$ cat config.mk
export PLATFORM = sky130hd
export DESIGN_NAME = bxd_agen
export DESIGN_NICKNAME = d
export VERILOG_FILES = /design/src/rtl/bxd_pkg.sv /design/src/rtl/bxd_decode.sv /design/src/rtl/bxd_operand.sv /design/src/rtl/bxd_sum.sv /design/src/rtl/bxd_agen.sv
export SDC_FILE = /design/constraint.sdc
export NUM_CORES = 1
export LEC_CHECK = 0
export BUFFER_PORTS_ARGS = -buffer_cell sky130_fd_sc_hd__buf_2
export CAP_MARGIN = 20
export CORE_MARGIN = 1
export CORE_UTILIZATION = 46
export DETAILED_ROUTE_END_ITERATION = 10
export PLACE_DENSITY = 0.86
export SLEW_MARGIN = 20
export SYNTH_ARGS = -nofsm -noshare
export SYNTH_HDL_FRONTEND = slang
export SYNTH_SLANG_ARGS = --single-unit
$ cat constraint.sdc
create_clock -name clk -period 4.3 [get_ports clk]
set_input_delay 1.075 -clock clk [delete_from_list [all_inputs] [get_ports clk]]
set_output_delay 1.075 -clock clk [all_outputs]
set_load 0.05 [all_outputs]
$ cat src/rtl/bxd_pkg.sv
// Package: shared field widths, the format class and the decoded-field
// record for the base-index-displacement address generator.
// Assumes bit 0 of an instruction word is its most significant bit.
package bxd_pkg;
    localparam int WORD_W = 32;
    localparam int OPC_W  = 8;
    localparam int REG_W  = 4;
    localparam int DISP_W = 12;

    typedef enum logic [1:0] {
        FMT_INDEXED = 2'd0,
        FMT_STORAGE = 2'd1,
        FMT_COUNT   = 2'd2
    } fmt_e;

    typedef struct packed {
        logic [OPC_W-1:0]  opc;
        logic [REG_W-1:0]  r1;
        logic [REG_W-1:0]  x2;
        logic [REG_W-1:0]  b2;
        logic [DISP_W-1:0] disp;
        fmt_e              fmt;
    } dec_t;

    // Opcode lookup: shifts 0x88..0x8F are counts, 0x90/0x98 are storage.
    function automatic fmt_e classify(input logic [OPC_W-1:0] opc);
        if (opc[7:3] == 5'b10001)
            return FMT_COUNT;
        else if (opc == 8'h90 || opc == 8'h98)
            return FMT_STORAGE;
        else
            return FMT_INDEXED;
    endfunction
endpackage

$ cat src/rtl/bxd_decode.sv
// Module: bxd_decode
// Splits an instruction word into its fields and classifies the opcode.
// Assumes left-to-right bit numbering: opcode, R1, X2/R3, B2, displacement.
module bxd_decode
    import bxd_pkg::*;
(
    input  logic [WORD_W-1:0] word,
    output dec_t              dec
);
    localparam int OPC_LSB  = WORD_W - OPC_W;
    localparam int R1_LSB   = OPC_LSB - REG_W;
    localparam int X2_LSB   = R1_LSB - REG_W;
    localparam int B2_LSB   = X2_LSB - REG_W;

    // Field extraction and format lookup.
    always_comb begin
        dec.opc  = word[OPC_LSB +: OPC_W];
        dec.r1   = word[R1_LSB +: REG_W];
        dec.x2   = word[X2_LSB +: REG_W];
        dec.b2   = word[B2_LSB +: REG_W];
        dec.disp = word[DISP_W-1:0];
        dec.fmt  = classify(word[OPC_LSB +: OPC_W]);
    end
endmodule

$ cat src/rtl/bxd_operand.sv
// Module: bxd_operand
// Turns the two register-file reads into addend values. A register number
// of zero yields zero. The index port (slot 1) only counts for indexed formats.
// Assumes the register file answers combinationally in the same cycle.
module bxd_operand
    import bxd_pkg::*;
#(
    parameter int ADDR_W = 32
) (
    input  dec_t              dec,
    input  logic [ADDR_W-1:0] base_val,
    input  logic [ADDR_W-1:0] idx_val,
    output logic [ADDR_W-1:0] base_term,
    output logic [ADDR_W-1:0] idx_term
);
    localparam int NPORT = 2;

    logic [REG_W-1:0]  sel  [NPORT];
    logic [ADDR_W-1:0] rval [NPORT];
    logic              allow[NPORT];
    logic [ADDR_W-1:0] term [NPORT];

    // Gather per-port inputs into arrays.
    always_comb begin
        sel[0]   = dec.b2;
        sel[1]   = dec.x2;
        rval[0]  = base_val;
        rval[1]  = idx_val;
        allow[0] = 1'b1;
        allow[1] = (dec.fmt == FMT_INDEXED);
    end

    for (genvar p = 0; p < NPORT; p++) begin : g_port
        // Zero the addend for register number 0 or a port the format ignores.
        always_comb begin
            if (sel[p] == '0 || !allow[p])
                term[p] = '0;
            else
                term[p] = rval[p];
        end
    end

    assign base_term = term[0];
    assign idx_term  = term[1];
endmodule

$ cat src/rtl/bxd_sum.sv
// Module: bxd_sum
// Adds base, index and zero-extended displacement, then reduces the result:
// a count keeps its low CNT_W bits, an address keeps NARROW_W bits in narrow
// mode or wraps at ADDR_W bits in wide mode.
module bxd_sum
    import bxd_pkg::*;
#(
    parameter int ADDR_W   = 32,
    parameter int NARROW_W = 24,
    parameter int CNT_W    = 6
) (
    input  logic [ADDR_W-1:0] base_term,
    input  logic [ADDR_W-1:0] idx_term,
    input  logic [DISP_W-1:0] disp,
    input  logic              is_count,
    input  logic              wide,
    output logic [ADDR_W-1:0] result
);
    localparam logic [ADDR_W-1:0] NARROW_MASK = {{(ADDR_W-NARROW_W){1'b0}}, {NARROW_W{1'b1}}};
    localparam logic [ADDR_W-1:0] CNT_MASK    = {{(ADDR_W-CNT_W){1'b0}}, {CNT_W{1'b1}}};

    logic [ADDR_W-1:0] raw;

    // Modulo-2^ADDR_W three-term sum.
    always_comb raw = base_term + idx_term + {{(ADDR_W-DISP_W){1'b0}}, disp};

    // Reduction by operand kind and address mode.
    always_comb begin
        if (is_count)
            result = raw & CNT_MASK;
        else if (!wide)
            result = raw & NARROW_MASK;
        else
            result = raw;
    end
endmodule

$ cat src/rtl/bxd_agen.sv
// Module: bxd_agen (top)
// Decodes the storage operand of an instruction word, reads base and index
// registers through two register-file read ports and registers the effective
// address one cycle later. Assumes synchronous active-low reset and a
// register file that answers combinationally.
module bxd_agen
    import bxd_pkg::*;
#(
    parameter int ADDR_W   = 32,
    parameter int NARROW_W = 24,
    parameter int CNT_W    = 6
) (
    input  logic              clk,
    input  logic              rst_n,
    input  logic              in_valid,
    input  logic [WORD_W-1:0] in_word,
    input  logic              mode32,
    output logic [REG_W-1:0]  base_sel,
    input  logic [ADDR_W-1:0] base_val,
    output logic [REG_W-1:0]  idx_sel,
    input  logic [ADDR_W-1:0] idx_val,
    output logic              out_valid,
    output logic [OPC_W-1:0]  out_opcode,
    output logic [REG_W-1:0]  out_r1,
    output logic [ADDR_W-1:0] out_ea,
    output logic              out_is_count
);
    dec_t              dec;
    logic [ADDR_W-1:0] base_term;
    logic [ADDR_W-1:0] idx_term;
    logic [ADDR_W-1:0] ea_next;
    logic              cnt_next;

    bxd_decode u_dec (
        .word (in_word),
        .dec  (dec)
    );

    assign base_sel = dec.b2;
    assign idx_sel  = dec.x2;
    assign cnt_next = (dec.fmt == FMT_COUNT);

    bxd_operand #(.ADDR_W(ADDR_W)) u_opd (
        .dec       (dec),
        .base_val  (base_val),
        .idx_val   (idx_val),
        .base_term (base_term),
        .idx_term  (idx_term)
    );

    bxd_sum #(.ADDR_W(ADDR_W), .NARROW_W(NARROW_W), .CNT_W(CNT_W)) u_sum (
        .base_term (base_term),
        .idx_term  (idx_term),
        .disp      (dec.disp),
        .is_count  (cnt_next),
        .wide      (mode32),
        .result    (ea_next)
    );

    // Valid strobe: one cycle behind the input strobe, cleared by reset.
    always_ff @(posedge clk) begin
        if (!rst_n)
            out_valid <= 1'b0;
        else
            out_valid <= in_valid;
    end

    // Result capture on each accepted word.
    always_ff @(posedge clk) begin
        if (!rst_n) begin
            out_opcode   <= '0;
            out_r1       <= '0;
            out_ea       <= '0;
            out_is_count <= 1'b0;
        end else if (in_valid) begin
            out_opcode   <= dec.opc;
            out_r1       <= dec.r1;
            out_ea       <= ea_next;
            out_is_count <= cnt_next;
        end
    end
endmodule

; Word-level counts from Yosys, hierarchy flattened
; Cells that the tools add are included.
[op_classes]
add_sub_neg = 2
eq_ne = 4
n_mux = 6
reduce_logical = 6
[op_table]
columns = cell, n
row1 = 2-to-1 mux 32 bit, 4
row2 = adder 32 x 12 -> 32 bit, 1
row3 = adder 32 bit, 1
row4 = "equality test 8 bit, second input constant", 2
row5 = logical NOT 4 bit, 2
row6 = "equality test 5 bit, second input constant", 1
row7 = "equality test 2 bit, second input constant", 1
row8 = logical NOT 2 bit, 1
row9 = logical OR 1 bit, 2
row10 = 2-to-1 mux 2 bit, 1
row11 = logical NOT 1 bit, 1
row12 = 2-to-1 mux 1 bit, 1
[word_totals]
reg_bits = 46
in_bits = 100
out_inout_bits = 54
elab_cells = 23

; Depth between registers and ports, before layout
[depth]
depth_word = 12
ltp_mapped = 16
mapped_depth_nobuf = 15

; By module
; Synthesis repeated with hierarchy kept, for this count alone.
[unflattened]
hier_cells = 582
area_unflattened_um2 = 5067.4
[modules_own_cells]
columns = mod, instances, cells_per_inst, area_each_um2, seq_area_each_um2
row1 = bxd_sum, 1, 322, 2521.2, 0.0
row2 = bxd_agen, 1, 148, 1780.5, 920.9
row3 = bxd_operand, 1, 76, 490.5, 0.0
row4 = bxd_decode, 1, 36, 275.3, 0.0

; Worst setup path after synthesis
; OpenSTA, ideal clock, no wires.
[synth_path]
path_type = input port to flip-flop
startpoint = in in_word[24]
endpoint = reg out_ea[31]
setup_ns = 0.124
t_arrival_ns = 4.306
required_time_ns = 4.176
slack_ns = -0.130
cell_stages = 15
path_buffers = 1
cell_sequence = or4b_1 > a21oi_1 > nor2_1 > clkbuf_1 > and2_1 > fa_1 > ha_1 > fa_1 > a21oi_1 > nor2_1 > o211ai_1 > nand3_2 > a211oi_2 > o21ai_1 > mux2i_1
[synth_between]
elab_chain_cells = 12
elab_cells_between_ends = 14
classes_between = 2 x add/sub / 3 x eq/ne / 5 x mux / 4 x reduce/logical
[synth_lines]
columns = element, line_no
row1 = start: declaration, bxd_agen.sv:16  ; input logic [WORD_W-1:0] in_word,
row2 = equality test 8 bit, bxd_pkg.sv:29  ; else if (opc == 8'h90 || opc == 8'h98)
row3 = logical OR 1 bit (*), bxd_pkg.sv:29
row4 = 2-to-1 mux 1 bit (*), bxd_pkg.sv:29
row5 = 2-to-1 mux 2 bit (*), bxd_pkg.sv:27  ; if (opc[7:3] == 5'b10001)
row6 = logical NOT 2 bit, bxd_operand.sv:30  ; allow[1] = (dec.fmt == FMT_INDEXED);
row7 = logical NOT 1 bit, bxd_operand.sv:36  ; if (sel[p] == '0 || !allow[p])
row8 = logical OR 1 bit, bxd_operand.sv:36
row9 = 2-to-1 mux 32 bit, bxd_operand.sv:36
row10 = adder 32 bit, bxd_sum.sv:25  ; always_comb raw = base_term + idx_term + {{(ADDR_W-DISP_W){1'b0}}, disp};
row11 = adder 32 x 12 -> 32 bit, bxd_sum.sv:25
row12 = 2-to-1 mux 32 bit, bxd_sum.sv:31  ; else if (!wide)
row13 = 2-to-1 mux 32 bit (*), bxd_sum.sv:29  ; if (is_count)
row14 = end signal: assignment, bxd_agen.sv:78  ; out_ea <= ea_next;
row15 = end: declaration, bxd_agen.sv:25  ; output logic [ADDR_W-1:0] out_ea,
; Mark *: on every way between the ends. The rest lies on a longest branch, timed or not.
; A chain may end at the register's enable or synchronous reset.

; Final worst setup path
[layout_path]
startpoint = in in_word[24]
endpoint = reg out_ea[10]
; The elaborated chain is that of the path after synthesis.

==> metrics.md <==
| Metric | Value |
|---|---|
| Status | `complete, but fails checks` |
| Failing checks | `setup timing` |
| Crit Reg-Reg Endpoint | `out_ea[24]` |
| Io pins | `154` |
| CTS Buf Count | `5` |
| GRT Util Overall | `0.271` |
| Skew-Pair Late Insertion Delay | `0.30 ns` |
| Minimum clock period | `4.31 ns` |
| Number of global-route vias before repair | `4,754` |
| DRT antenna net count | `0` |
| Crit path launch type | `input pin` |
| Die height | `98.8 um` |
| First-pass GRT wire length | `21,600 um` |
| Worst Tran Pin Value | `0.754 ns` |
| H-Tree Level Count | `2` |
| R2R cell count | `2` |
| Yosys top cell by area | `dfxtp_1` |
| Reg2Reg Setup Slack | `3.51 ns` |
| Netlist area before placement | `4310 sq um` |
| Synth top area share | `0.214` |
| Gpl congestion | `0.870` |
| Netlist cell types | `59` |
| Top post-synthesis cells by count | `49 x ha_1, 46 x dfxtp_1, 46 x nand2_1` |
| Hold wc startpoint | `out_ea[20]` |
| Worst vdd ir | `190 uV` |
| Crit-path slowest cell | `fa_2` |
| Worst Setup Path Type | `input pin to register` |
| Pwr dens | `348 nW/um^2` |
| Final setup viols | `1` |
| Max-cap check violation count | `0` |
| CP max FO | `6` |
| Hold Path Class | `register to register` |
| Detailed Routing Iterations Pass 1 | `5` |
| Starting Density | `0.484` |
| Drt drc | `0` |
| CTS Buffer Depth | `2` |
| Hpwl dp | `10,600 um` |
| Standard-cell rows | `34` |
| Global route overflow | `0` |
| Mapped Cells | `524` |
| Share of cells above drive strength 1 | `0.407` |
| Crit path cell chain | `buf_6 > or4b_4 > a21oi_4 > nor2_4 > and2_1 > fa_2 > ha_1 > a21oi_2 > o211ai_2 > buf_4 > a21o_1 > a21oi_1 > o21ai_0 > xnor2_1 > o21ai_0` |
| Leakage | `3.03 nW` |
| TritonCTS clock tree | `done` |
| Layout Cells excl Fill | `868` |
| Ys flop type | `dfxtp_1` |
| Critical Path Most Common Cell | `o21ai_0` |
| Rel. slew slack | `0.497` |
| Clock Sinks | `46` |
| Syn Area/Cell | `8.22 sq um` |
| Worst Setup EP | `out_ea[10]` |
| Top post-synthesis cells by area | `dfxtp_1 21%, ha_1 14%, fa_1 6.0%, nor2b_1 5.1%, a21oi_1 4.6%` |
| Unrepaired setup endpoints after global routing | `true` |
| Worst slack, placed | `-0.495 ns` |
| Crit path capture type | `register` |
| Die Wd | `98.8 um` |
| Critical path arrival | `4.49 ns` |
| Routed WL | `13,900 um` |
| Initial antenna violation count | `0` |
| Post-synth EDFFs | `0` |
| Input/output buffers | `153` |
| Clock Skew | `0 ns` |
| Final Max Tran Viols | `0` |
| DIE AREA | `9750 sq um` |
| Critical R2R Launch | `out_ea[24]` |
| Ys async rst share | `0` |
| Setup WS post-layout | `-0.0145 ns` |
| WP data required | `4.48 ns` |
| Max Clk Rate | `0.232 GHz` |
| Layout Nets | `921` |
| CP startpoint | `in_word[24]` |
| Synth warn | `0` |
| Syn nets | `686` |
| WL/cell | `16.0 um` |
| Sequential cell area fraction in the yosys report | `0.214` |
| Hold WS | `0.458 ns` |
| Slowest stage delay, CP | `0.58 ns` |
| Crit share post-route | `1.00` |
| Clk pin slew, worst setup/hold paths | `0.10 ns` |
| Routed vias/inst | `5.52` |
| Largest net degree at the start of global routing | `33` |
| Core ar. | `8890 sq um` |
| Final Hold Viols | `0` |
| Diode count | `0` |
| Violation count after the first detailed-route iteration | `213` |
| Clk root buf | `clkbuf_8` |
| Seq cells post-synth | `46` |
| Via count | `4,789` |
| Layout Area Growth over Synthesis | `42.6%` |
| Most common cell in the synthesized netlist | `ha_1` |
| Placed cells | `852` |
-- what timing repair did --
item / 4_1_cts / 5_1_grt
buffers inserted: 3 / 4
gates cloned: 0 / 1
gates resized for setup: 6 / 29
pin swaps: 6 / 14
endpoints found under the setup margin: 14 / 18
hold buffers: 0 / 0
-- through the flow --
step	power, mW	area, sq um	utilization	TNS (ns)
CTS	2.05	5940	0.668	0
global placement	1.71	5800	0.653	-3.89
floorplan	1.30	4310	-	0
global route	2.26	6140	0.691	-0.676
detailed placement	1.75	5800	0.653	-7.90
finish	2.14	6140	0.691	-0.0145
-- flip-flops by register name, summed over array words and instances, names as in the netlist --
name and count:
out_valid 1, out_opcode 8, out_ea 32, out_r1 4
out_is_count 1
-- worst min path at each step --
stage	end	slack, ns	cells past startpoint
2_1_floorplan	out_ea[20]	0.66	2
3_3_place_gp	out_ea[15]	0.43	2
3_5_place_dp	out_ea[16]	0.44	2
4_1_cts	out_ea[20]	0.46	2
5_1_grt	out_ea[26]	0.48	2
6_report	out_ea[20]	0.46	2
-- cell families after synthesis --
family          share of synthesized area
buf+inv                            0.0447
mux                                0.0465
fa+ha+maj                           0.203
simple gates                        0.235
compound gates                      0.204
xor+xnor                           0.0529
flops                               0.214
-- metal layers --
metal  GRT usage  part of all wire
met1       0.341              0.42
met2       0.487              0.49
met3      0.0213             0.053
met4      0.0953             0.033
met5           0                 0
-- cell usage in the layout, fill, tap and decap left out, types with 3 or more instances in the layout --
cell	Yosys	final
nor2_1	43	40
o21ai_0	26	25
o21ai_1	12	12
xor2_1	11	11
and2_1	31	30
nor2b_1	35	35
nand3_1	6	6
nand2b_1	3	3
buf_4	8	100
xnor2_1	15	14
clkbuf_8	0	5
nand2_1	46	46
inv_1	15	14
a21oi_2	5	9
o21a_1	4	4
nand4_1	8	8
nor2_2	1	4
a211oi_1	3	3
fa_1	13	11
ha_1	49	42
ha_4	0	5
nor3_1	4	4
a21oi_1	40	34
a22oi_1	8	8
a21o_1	7	7
and3_1	5	5
buf_2	4	151
mux2i_1	20	20
dfxtp_1	46	46
-- where the power goes --
| part | leakage [nW] | switching [mW] | total [mW] | internal, mW |
|---|---|---|---|---|
| clock network | 0.0408 | 0.174 | 0.291 | 0.117 |
| logic | 2.61 | 0.759 | 1.33 | 0.576 |
| registers | 0.379 | 0.0328 | 0.514 | 0.482 |
| total | 3.03 | 0.966 | 2.14 | 1.17 |
-- worst max-delay path: cells and delay by family --
kind	cells	cell delay [ns]
buffers and inverters	2	0.25
AOI/OAI and AO/OA	7	1.30
xor gates and xnor gates	1	0.18
and+or+nand+nor	3	0.84
adders and majority gates	2	0.84
-- area by class of cell --
cell class	instances	area [sq um]
fill	703	2750
clock buffer	5	68.8
tap	108	135
sequential	46	921
multi-input combinational	437	3390
timing repair buffer	254	1550
inverter	15	56.3
clock inverter	3	23.8
Note: power is estimated with default switching activity, not from simulation.
